<file path="src/rtl/msi_pkg.sv">
package msi_pkg;
  typedef enum logic [1:0] {
    LN_I = 2'd0,
    LN_S = 2'd1,
    LN_M = 2'd2
  } line_st_e;

  localparam logic [1:0] LOP_LOAD  = 2'd0;
  localparam logic [1:0] LOP_STORE = 2'd1;
  localparam logic [1:0] LOP_EVICT = 2'd2;

  localparam logic [1:0] SQ_GETS = 2'd0;
  localparam logic [1:0] SQ_GETM = 2'd1;
  localparam logic [1:0] SQ_PUTM = 2'd2;
  localparam logic [1:0] SQ_PUTS = 2'd3;

  localparam logic [1:0] FW_INV = 2'd0;
  localparam logic [1:0] FW_RD  = 2'd1;
  localparam logic [1:0] FW_EX  = 2'd2;

  typedef enum logic [2:0] {
    C_IDLE  = 3'd0,
    C_VICT  = 3'd1,
    C_GET   = 3'd2,
    C_WAIT  = 3'd3,
    C_EVICT = 3'd4
  } ctl_e;
endpackage

</file>
<file path="src/rtl/msi_tag_array.sv">
module msi_tag_array #(
  parameter int NUM_LINES = 4,
  parameter int TAG_W     = 6,
  localparam int IDX_W    = $clog2(NUM_LINES)
) (
  input  logic             clk_i,
  input  logic             rst_ni,
  input  logic [IDX_W-1:0] la_idx_i,
  output logic [TAG_W-1:0] la_tag_o,
  output logic [1:0]       la_st_o,
  input  logic [IDX_W-1:0] fa_idx_i,
  output logic [TAG_W-1:0] fa_tag_o,
  output logic [1:0]       fa_st_o,
  input  logic             fw_en_i,
  input  logic [IDX_W-1:0] fw_idx_i,
  input  logic [1:0]       fw_st_i,
  input  logic             cw_en_i,
  input  logic [IDX_W-1:0] cw_idx_i,
  input  logic [TAG_W-1:0] cw_tag_i,
  input  logic [1:0]       cw_st_i
);
  logic [NUM_LINES-1:0][TAG_W-1:0] tag_all;
  logic [NUM_LINES-1:0][1:0]       st_all;

  for (genvar g = 0; g < NUM_LINES; g++) begin : g_ent
    logic [TAG_W-1:0] tag_q;
    logic [1:0]       st_q;
    logic             cw_hit, fw_hit;
    assign cw_hit = cw_en_i && (cw_idx_i == IDX_W'(g));
    assign fw_hit = fw_en_i && (fw_idx_i == IDX_W'(g));
    // controller write (grant, victim, evict) wins over a same-cycle remote update
    always_ff @(posedge clk_i or negedge rst_ni) begin
      if (!rst_ni) begin
        tag_q <= '0;
        st_q  <= msi_pkg::LN_I;
      end else if (cw_hit) begin
        tag_q <= cw_tag_i;
        st_q  <= cw_st_i;
      end else if (fw_hit) begin
        st_q  <= fw_st_i;
      end
    end
    assign tag_all[g] = tag_q;
    assign st_all[g]  = st_q;
  end

  assign la_tag_o = tag_all[la_idx_i];
  assign la_st_o  = st_all[la_idx_i];
  assign fa_tag_o = tag_all[fa_idx_i];
  assign fa_st_o  = st_all[fa_idx_i];
endmodule

</file>
<file path="src/rtl/msi_fwd_resolve.sv">
module msi_fwd_resolve (
  input  logic [1:0] st_i,
  input  logic [1:0] kind_i,
  input  logic       present_i,
  output logic [1:0] nxt_o,
  output logic       wb_o
);
  import msi_pkg::*;
  always_comb begin
    wb_o  = present_i && (st_i == LN_M);
    nxt_o = st_i;
    if (present_i) begin
      // read probe keeps a readable copy; everything else drops it
      nxt_o = (kind_i == FW_RD) ? LN_S : LN_I;
    end
  end
endmodule

</file>
<file path="src/rtl/msi_line_ctrl.sv">
module msi_line_ctrl #(
  parameter int NUM_LINES = 4,
  parameter int ADDR_W    = 8
) (
  input  logic              clk_i,
  input  logic              rst_ni,
  input  logic              lreq_valid_i,
  output logic              lreq_ready_o,
  input  logic [1:0]        lreq_op_i,
  input  logic [ADDR_W-1:0] lreq_addr_i,
  output logic              lrsp_valid_o,
  output logic              lrsp_hit_o,
  output logic              sreq_valid_o,
  input  logic              sreq_ready_i,
  output logic [1:0]        sreq_type_o,
  output logic [ADDR_W-1:0] sreq_addr_o,
  input  logic              sgnt_valid_i,
  input  logic              fwd_valid_i,
  input  logic [1:0]        fwd_type_i,
  input  logic [ADDR_W-1:0] fwd_addr_i,
  output logic              ack_valid_o,
  output logic              ack_wb_o,
  output logic [ADDR_W-1:0] ack_addr_o
);
  import msi_pkg::*;

  localparam int IDX_W = $clog2(NUM_LINES);
  localparam int TAG_W = ADDR_W - IDX_W;

  ctl_e              ctl_q, ctl_d;
  logic [1:0]        op_q;
  logic [ADDR_W-1:0] addr_q;
  logic              rsp_v_d, rsp_hit_d;

  logic [IDX_W-1:0]  l_idx, f_idx;
  logic [TAG_W-1:0]  l_tag, f_tag, la_tag, fa_tag, req_tag;
  logic [1:0]        la_st, fa_st, f_nxt;
  logic              l_match, l_valid, f_present, f_wb, accept, hs, want;

  logic              cw_en;
  logic [TAG_W-1:0]  cw_tag;
  logic [1:0]        cw_st;

  // lookup ports
  assign l_idx   = (ctl_q == C_IDLE) ? lreq_addr_i[IDX_W-1:0] : addr_q[IDX_W-1:0];
  assign l_tag   = (ctl_q == C_IDLE) ? lreq_addr_i[ADDR_W-1:IDX_W] : addr_q[ADDR_W-1:IDX_W];
  assign req_tag = addr_q[ADDR_W-1:IDX_W];
  assign f_idx   = fwd_addr_i[IDX_W-1:0];
  assign f_tag   = fwd_addr_i[ADDR_W-1:IDX_W];

  msi_tag_array #(.NUM_LINES(NUM_LINES), .TAG_W(TAG_W)) u_arr (
    .clk_i    (clk_i),
    .rst_ni   (rst_ni),
    .la_idx_i (l_idx),
    .la_tag_o (la_tag),
    .la_st_o  (la_st),
    .fa_idx_i (f_idx),
    .fa_tag_o (fa_tag),
    .fa_st_o  (fa_st),
    .fw_en_i  (fwd_valid_i && f_present),
    .fw_idx_i (f_idx),
    .fw_st_i  (f_nxt),
    .cw_en_i  (cw_en),
    .cw_idx_i (l_idx),
    .cw_tag_i (cw_tag),
    .cw_st_i  (cw_st)
  );

  assign l_match   = (la_tag == l_tag);
  assign l_valid   = (la_st != LN_I);
  assign f_present = (fa_tag == f_tag) && (fa_st != LN_I);

  msi_fwd_resolve u_fwd (
    .st_i      (fa_st),
    .kind_i    (fwd_type_i),
    .present_i (f_present),
    .nxt_o     (f_nxt),
    .wb_o      (f_wb)
  );

  // remote events take the cycle
  assign lreq_ready_o = (ctl_q == C_IDLE) && !fwd_valid_i;
  assign accept       = lreq_valid_i && lreq_ready_o;

  always_comb begin
    want        = 1'b0;
    sreq_type_o = SQ_GETS;
    sreq_addr_o = addr_q;
    unique case (ctl_q)
      C_VICT, C_EVICT: begin
        want        = l_valid;
        sreq_type_o = (la_st == LN_M) ? SQ_PUTM : SQ_PUTS;
        sreq_addr_o = {la_tag, l_idx};
      end
      C_GET: begin
        want        = 1'b1;
        sreq_type_o = (op_q == LOP_STORE) ? SQ_GETM : SQ_GETS;
      end
      default: ;
    endcase
  end

  assign sreq_valid_o = want && !fwd_valid_i;
  assign hs           = sreq_valid_o && sreq_ready_i;

  always_comb begin
    ctl_d     = ctl_q;
    rsp_v_d   = 1'b0;
    rsp_hit_d = 1'b0;
    cw_en     = 1'b0;
    cw_tag    = la_tag;
    cw_st     = la_st;
    unique case (ctl_q)
      C_IDLE: if (accept) begin
        unique case (lreq_op_i)
          LOP_LOAD, LOP_STORE: begin
            if (l_match && ((lreq_op_i == LOP_LOAD) ? l_valid : (la_st == LN_M))) begin
              rsp_v_d   = 1'b1;
              rsp_hit_d = 1'b1;
            end else if (!l_match && l_valid) begin
              ctl_d = C_VICT;
            end else begin
              ctl_d = C_GET;
            end
          end
          LOP_EVICT: begin
            if (l_match && l_valid) ctl_d = C_EVICT;
            else rsp_v_d = 1'b1;
          end
          default: rsp_v_d = 1'b1;
        endcase
      end
      C_VICT: begin
        if (!l_valid) begin
          ctl_d = C_GET;
        end else if (hs) begin
          cw_en = 1'b1;
          cw_st = LN_I;
          ctl_d = C_GET;
        end
      end
      C_GET: if (hs) begin
        cw_en  = 1'b1;
        cw_tag = req_tag;
        cw_st  = l_match ? la_st : LN_I;
        ctl_d  = C_WAIT;
      end
      C_WAIT: if (sgnt_valid_i) begin
        cw_en   = 1'b1;
        cw_tag  = req_tag;
        cw_st   = (op_q == LOP_STORE) ? LN_M : LN_S;
        rsp_v_d = 1'b1;
        ctl_d   = C_IDLE;
      end
      C_EVICT: begin
        if (!l_valid) begin
          rsp_v_d = 1'b1;
          ctl_d   = C_IDLE;
        end else if (hs) begin
          cw_en   = 1'b1;
          cw_st   = LN_I;
          rsp_v_d = 1'b1;
          ctl_d   = C_IDLE;
        end
      end
      default: ctl_d = C_IDLE;
    endcase
  end

  always_ff @(posedge clk_i or negedge rst_ni) begin
    if (!rst_ni) begin
      ctl_q        <= C_IDLE;
      op_q         <= LOP_LOAD;
      addr_q       <= '0;
      lrsp_valid_o <= 1'b0;
      lrsp_hit_o   <= 1'b0;
      ack_valid_o  <= 1'b0;
      ack_wb_o     <= 1'b0;
      ack_addr_o   <= '0;
    end else begin
      ctl_q        <= ctl_d;
      lrsp_valid_o <= rsp_v_d;
      lrsp_hit_o   <= rsp_hit_d;
      ack_valid_o  <= fwd_valid_i;
      ack_wb_o     <= fwd_valid_i && f_wb;
      if (fwd_valid_i) ack_addr_o <= fwd_addr_i;
      if (accept) begin
        op_q   <= lreq_op_i;
        addr_q <= lreq_addr_i;
      end
    end
  end
endmodule

</file>
<file path="config.mk">
export PLATFORM = sky130hd
export DESIGN_NAME = msi_line_ctrl
export DESIGN_NICKNAME = d
export VERILOG_FILES = /design/src/rtl/msi_pkg.sv /design/src/rtl/msi_tag_array.sv /design/src/rtl/msi_fwd_resolve.sv /design/src/rtl/msi_line_ctrl.sv
export SDC_FILE = /design/constraint.sdc
export NUM_CORES = 1
export LEC_CHECK = 0
export BUFFER_PORTS_ARGS = -buffer_cell sky130_fd_sc_hd__buf_2
export CAP_MARGIN = 30
export CORE_AREA = 2 2 122 124
export CTS_BUF_LIST = sky130_fd_sc_hd__clkbuf_8
export DETAILED_ROUTE_END_ITERATION = 16
export DIE_AREA = 0 0 124 126
export PLACE_DENSITY = 0.49
export SLEW_MARGIN = 10
export SYNTH_ARGS = -nofsm -noshare
export SYNTH_HDL_FRONTEND = slang
export SYNTH_HIERARCHICAL = 1
export SYNTH_SLANG_ARGS = --single-unit
</file>
<file path="constraint.sdc">
create_clock -name clk_i -period 4.51 [get_ports clk_i]
set_input_delay 0.6765 -clock clk_i [delete_from_list [all_inputs] [get_ports clk_i]]
set_output_delay 0.6765 -clock clk_i [all_outputs]
set_load 0.005 [all_outputs]
</file>
# Word-level counts from Yosys, hierarchy flattened
# Index checks and enable logic that the tools add are counted.
# word_totals
in_bits	26
out_inout_bits	24
reg_bits	57
# op_classes
mux	61
magnitude_cmp	2
n_eq_ne	26
reduce_logical	34
# op_table
cell	count
$mux W2	19
$mux W6	5
$mux W3	9
$bmux W6 S2	2
$logic_and A1 B1 Y1	19
$pmux W3 S5	1
$eq A2 B2 Y1 const B	7
$mux W1	14
$eq A6 B6 Y1	2
$ne A3 B3 Y1 const B	4
$pmux W6 S2	1
$reduce_bool A2 Y1	6
$eq A2 B1 Y1 const B	5
$bmux W2 S2	2
$mux W8	1
$reduce_and A8 Y1	1
$eq A3 B2 Y1 const B	2
$logic_not A2 Y1	3
$lt A2 B3 Y1 const B	2
$ne A2 B2 Y1 const B	3
$pmux W1 S3	2
$pmux W2 S3	1
$pmux W3 S2	1
$pmux W1 S2	2
7 further kinds	9

# Depth between registers and ports, before layout
# depth
word_depth	13
mapped_depth	17
ltp_nobuf	12

# Modules after synthesis
# Netlist, hierarchy kept.
# modules_own_cells
module	instances	area_per_inst_um2	seq_area_each_um2	cells_per_inst
msi_line_ctrl	1	1788.0	625.6	186
msi_tag_array	1	1705.4	800.8	122
msi_fwd_resolve	1	28.8	0.0	5

# Least setup slack after synthesis
# Ideal clock, no wire load.
# synth_timing
path_type	flip-flop to flip-flop
from	reg ctl_q[2]
to	reg u_arr.g_ent[1].st_q[0]
arrival_ns	3.772
setup_slack_ns	0.661
stages_incl_launch_ff	16
cell_sequence	dfrtp_1 -> buf_6 -> clkbuf_1 -> nor3_1 -> nand2_1 -> nand2_1 -> buf_2 -> mux4_2 -> nor2b_1 -> o41ai_2 -> o221ai_2 -> nor4_1 -> nor2_1 -> o21ai_0 -> nor2_1 -> a21oi_1
# synth_via
word_cells_on_any_way	30
# synth_rtl
element	line_no	text
start, declared	msi_line_ctrl.sv:30	ctl_e ctl_q, ctl_d;
start signal, assigned	msi_line_ctrl.sv:181	ctl_q <= ctl_d;
$logic_not A3 Y1	msi_line_ctrl.sv:45	assign l_idx = (ctl_q == C_IDLE) ? lreq_addr_i[IDX_W-1:0] : addr_q[IDX_W-1:0];
$mux W2	msi_line_ctrl.sv:45	
via l_idx[0]	msi_line_ctrl.sv:35	logic [IDX_W-1:0] l_idx, f_idx;
$bmux W6 S2	msi_tag_array.sv:47	assign la_tag_o = tag_all[la_idx_i];
$mux W6 (implied by the code)	msi_tag_array.sv:47	
via la_tag[0]	msi_line_ctrl.sv:36	logic [TAG_W-1:0] l_tag, f_tag, la_tag, fa_tag, req_tag;
$eq A6 B6 Y1	msi_line_ctrl.sv:69	assign l_match = (la_tag == l_tag);
$mux W2	msi_line_ctrl.sv:145	cw_st = l_match ? la_st : LN_I;
$mux W2	msi_line_ctrl.sv:142	C_GET: if (hs) begin
$pmux W2 S3	msi_line_ctrl.sv:113	unique case (ctl_q)
via cw_st[0]	msi_line_ctrl.sv:42	logic [1:0] cw_st;
$mux W2	msi_tag_array.sv:36	end else if (cw_hit) begin
end signal, assigned	msi_tag_array.sv:35	st_q <= msi_pkg::LN_I;
end signal, assigned	msi_tag_array.sv:38	st_q <= cw_st_i;
end signal, assigned	msi_tag_array.sv:40	st_q <= fw_st_i;
end, declared	msi_tag_array.sv:27	logic [1:0] st_q;
# The timed path passes the listed nets, and every way through them passes these cells. The select of a mux whose other input is x is not followed.
# A chain may end at the register's enable or synchronous reset.

# Final worst setup path
# layout_timing
from	reg ctl_q[2]
to	reg u_arr.g_ent[3].st_q[1]
# layout_via
word_cells_on_any_way	30
# layout_rtl
element	line_no
$logic_not A3 Y1	msi_line_ctrl.sv:45
$mux W2	msi_line_ctrl.sv:45
via l_idx[1]	msi_line_ctrl.sv:35
$bmux W6 S2	msi_tag_array.sv:47
$mux W6 (implied by the code)	msi_tag_array.sv:47
via la_tag[0]	msi_line_ctrl.sv:36
$eq A6 B6 Y1	msi_line_ctrl.sv:69
$mux W2	msi_line_ctrl.sv:145
$mux W2	msi_line_ctrl.sv:142
$pmux W2 S3	msi_line_ctrl.sv:113
via cw_st[1]	msi_line_ctrl.sv:42
$mux W2	msi_tag_array.sv:36
end signal, assigned	msi_tag_array.sv:35
end signal, assigned	msi_tag_array.sv:38
end signal, assigned	msi_tag_array.sv:40
end, declared	msi_tag_array.sv:27
# The timed path passes the listed nets, and every way through them passes these cells. The select of a mux whose other input is x is not followed.

==> results.cfg <==
[final_layout]
final_common_cell = dfrtp_1
final_cell_mix = dfrtp_1 (57), buf_2 (49), mux2_2 (45)
final_layout_size_suffix_gt1_frac = 0.4113
nets = 393
diodes = 0
nFillCells = 1502
final_cells = 556
area_delta_synth_final_pct = 19.89

[sta]
tns_ps = 0
hold_ws_ps = 465.9
drv_slew = 0
tightest_slew_ps = 758.3
fin_crit_sh = 0.8850
setup_violations = 0
fmax_mhz = 250.6
slew-limit-headroom = 0.4945
min_period_ps = 3991
skew_ps = 12.08
fin_ws_ps = 518.8
grt_setup_unrepaired = false
hold_viol = 0

[critical_path]
cp-end-kind = register
crit_path_max_fanout = 16
start_kind = register
worstPathCellList = buf_4 -> nor3_1 -> buf_4 -> nand2_1 -> nand2_1 -> mux4_2 -> nor2b_1 -> o41ai_2 -> o221ai_2 -> nor4_1 -> nor2_1 -> o21ai_0 -> nor2_1 -> a21oi_1
critPathMaxStageDelay_ps = 500
crit_type = reg -> reg
crit_buf_inv = 2
cp.arrival_ps = 4280
cp_top_family = simple AND/OR/NAND/NOR gates
required_ps = 4800
crit_slowest_cell = nor4_1

[cts]
clk_pin_slew_ps = 70
postCtsSetupRepairBufs = 0
clk_latency_ps = 360
clock-root-buffer = clkbuf_8
clock-sinks = 57
cts.path.max_buffers = 2
cts_hold_buf = 0
post_cts_resized = 0
tritoncts = yes
cts_buffers = 9
htreeDepth = 3

[place]
place_congestion = 0.8663
port_buffers = 49
dp_slack_ps = 519.3
dp.cells = 540
dpl.hpwl_um = 6830

[routing]
drc = 0
drt.antenna.violating_nets = 0
wl_per_cell_um = 17.04
drtIter0Drc = 136
viasPerCell = 4.800
vias = 2669
routed_wl_um = 9475
dr.pass1.iters = 4

[floorplan]
std_cell_rows = 44
ios = 50
fp.dieH_um = 126
core_mm2 = 0.01431
die_w_um = 124
die_area_mm2 = 0.01562
initial_core_util = 0.2461

[pwr]
finalPower_uw = 2974
peakVddDrop_uv = 163.1
clockPowerShare = 0.201
p_per_area_mw_per_mm2 = 704.2
p_sw_frac = 0.4044
p_seq_frac = 0.277
p_sw_uw = 1203
power_leakage_uw = 0.001865
p_int_uw = 1771
pwr-share-comb = 0.522

[synth]
synth_area_mm2 = 0.003522
synth_top_family_by_area = multiplexers
synthesis.nets = 339
synth_edf_count = 0
synth_fa_ha_area_frac = 0
syn_inst = 313
ys_types = 56
synth_area_per_cell_um2 = 11.25
yosys_warnings = 6
synth-compound-area-share = 0.1119
ys_ff_latch = 57
synth_mux_area_frac = 0.2746
synthFlopType = dfrtp_1
yosysSeqAreaShare = 0.4050
yosys.area_share.xor_xnor = 0.01989
synthArstFlopShare = 1.000
yosys.area_share.simple = 0.1584

[global_routing]
grt-ovfl-total = 0
grt_max_degree = 58
grt_usage = 0.1308
grt_pass1_wl_um = 15480
grt_pass1_vias = 2901
antenna_found_initial = 0

[job]
maxCapViolations = 0

[run_status]
status = finished clean

[min_path]
worstHoldPathType = in -> async
## registers in the layout, indices dropped and copies added, names as in the netlist, 2 cells and up
register           cells
ctl_q                  3
op_q                   2
u_arr/g_ent.st_q       8
u_arr/g_ent.tag_q     24
addr_q                 8
ack_addr_o             8
## final timing paths
kind	start	to	slack (ps)	cells past startpoint
max	ctl_q[2]	u_arr/g_ent[3].st_q[1]	520	14
min	rst_ni	addr_q[0]	470	2
max reg2reg	ctl_q[2]	u_arr/g_ent[3].st_q[1]	520	14
min reg2reg	op_q[0]	op_q[0]	500	1
max in group asynchronous	rst_ni	lrsp_valid_o	3540	2
min in group clk_i	op_q[0]	op_q[0]	500	1
## cells in the mapped netlist, drive strengths merged (3+ instances only)
| cell | instances | area [µm²] |
|---|---|---|
| o21ai | 11 | 55.05 |
| dfrtp | 57 | 1426 |
| mux2i | 10 | 100.1 |
| inv | 6 | 22.52 |
| clkbuf | 6 | 22.52 |
| a21oi | 11 | 62.56 |
| o31ai | 4 | 35.03 |
| o2111ai | 3 | 26.28 |
| and2 | 3 | 18.77 |
| nor2 | 17 | 68.81 |
| nand2 | 37 | 138.9 |
| o41ai | 3 | 33.79 |
| nor2b | 12 | 75.07 |
| nand3b | 4 | 37.53 |
| nor3 | 3 | 15.01 |
| nand3 | 5 | 30.03 |
| mux4 | 16 | 360.4 |
| nor4 | 3 | 18.77 |
| mux2 | 45 | 506.7 |
| nand2b | 11 | 68.82 |
| xnor2 | 5 | 43.79 |
| xor2 | 3 | 26.28 |
| o211ai | 4 | 45.05 |
| o221ai | 3 | 38.79 |
| buf | 9 | 61.31 |
## logic make-up (layout without fill, tap and decap cells)
family                    count (synthesis)  in the layout
and+or+nand+nor                         105            105
DFF                                      57             57
buffers and inverters                    21             80
AOI/OAI and AO/OA                        51             51
xor gates and xnor gates                  8              8
muxes                                    71             71
## worst register-to-register path: cells and delay by family, from the launching register on
| family | cells | cell delay (ps) |
|---|---|---|
| AND/OR/NAND/NOR | 7 | 1690 |
| multiplexers | 1 | 480 |
| buffers and inverters | 2 | 370 |
| AO/OA/AOI/OAI | 4 | 1020 |
| flip-flops | 1 | 370 |
## final cells by class
class | count | area, µm² | share of cell area
clock inverters | 7 | 117.6 | 0.02785
clock buffers | 9 | 123.9 | 0.02933
well taps | 184 | 230.2 | 0.05452
inverters | 6 | 22.52 | 0.005333
repair buffers | 58 | 312.8 | 0.07407
multi-input cells | 235 | 1989 | 0.4711
flip-flops and latches | 57 | 1426 | 0.3378
## power by group through the flow
stage	clock network (µW)	logic, µW	registers (µW)
after floorplan	0	1150	781
after global placement	0	1530	826
after detailed placement	0	1550	832
after CTS	618	1560	824
after global routing	633	1700	849
final	599	1550	823
## stage by stage
stage	utilization	instance area, µm²
global route	0.2950	4223
CTS	0.2950	4223
finish	0.2950	4223
floorplan	-	3522
detailed placement	0.2781	3981
global placement	0.2781	3981
## metal layers
layer	track usage	share of wire	wire length, µm
met5	0	0	0
met4	0.06609	0.023	215
met3	0.01993	0.037	353
met2	0.2191	0.52	4900
met1	0.1620	0.42	4005
Note: power is estimated with default switching activity, not from simulation.
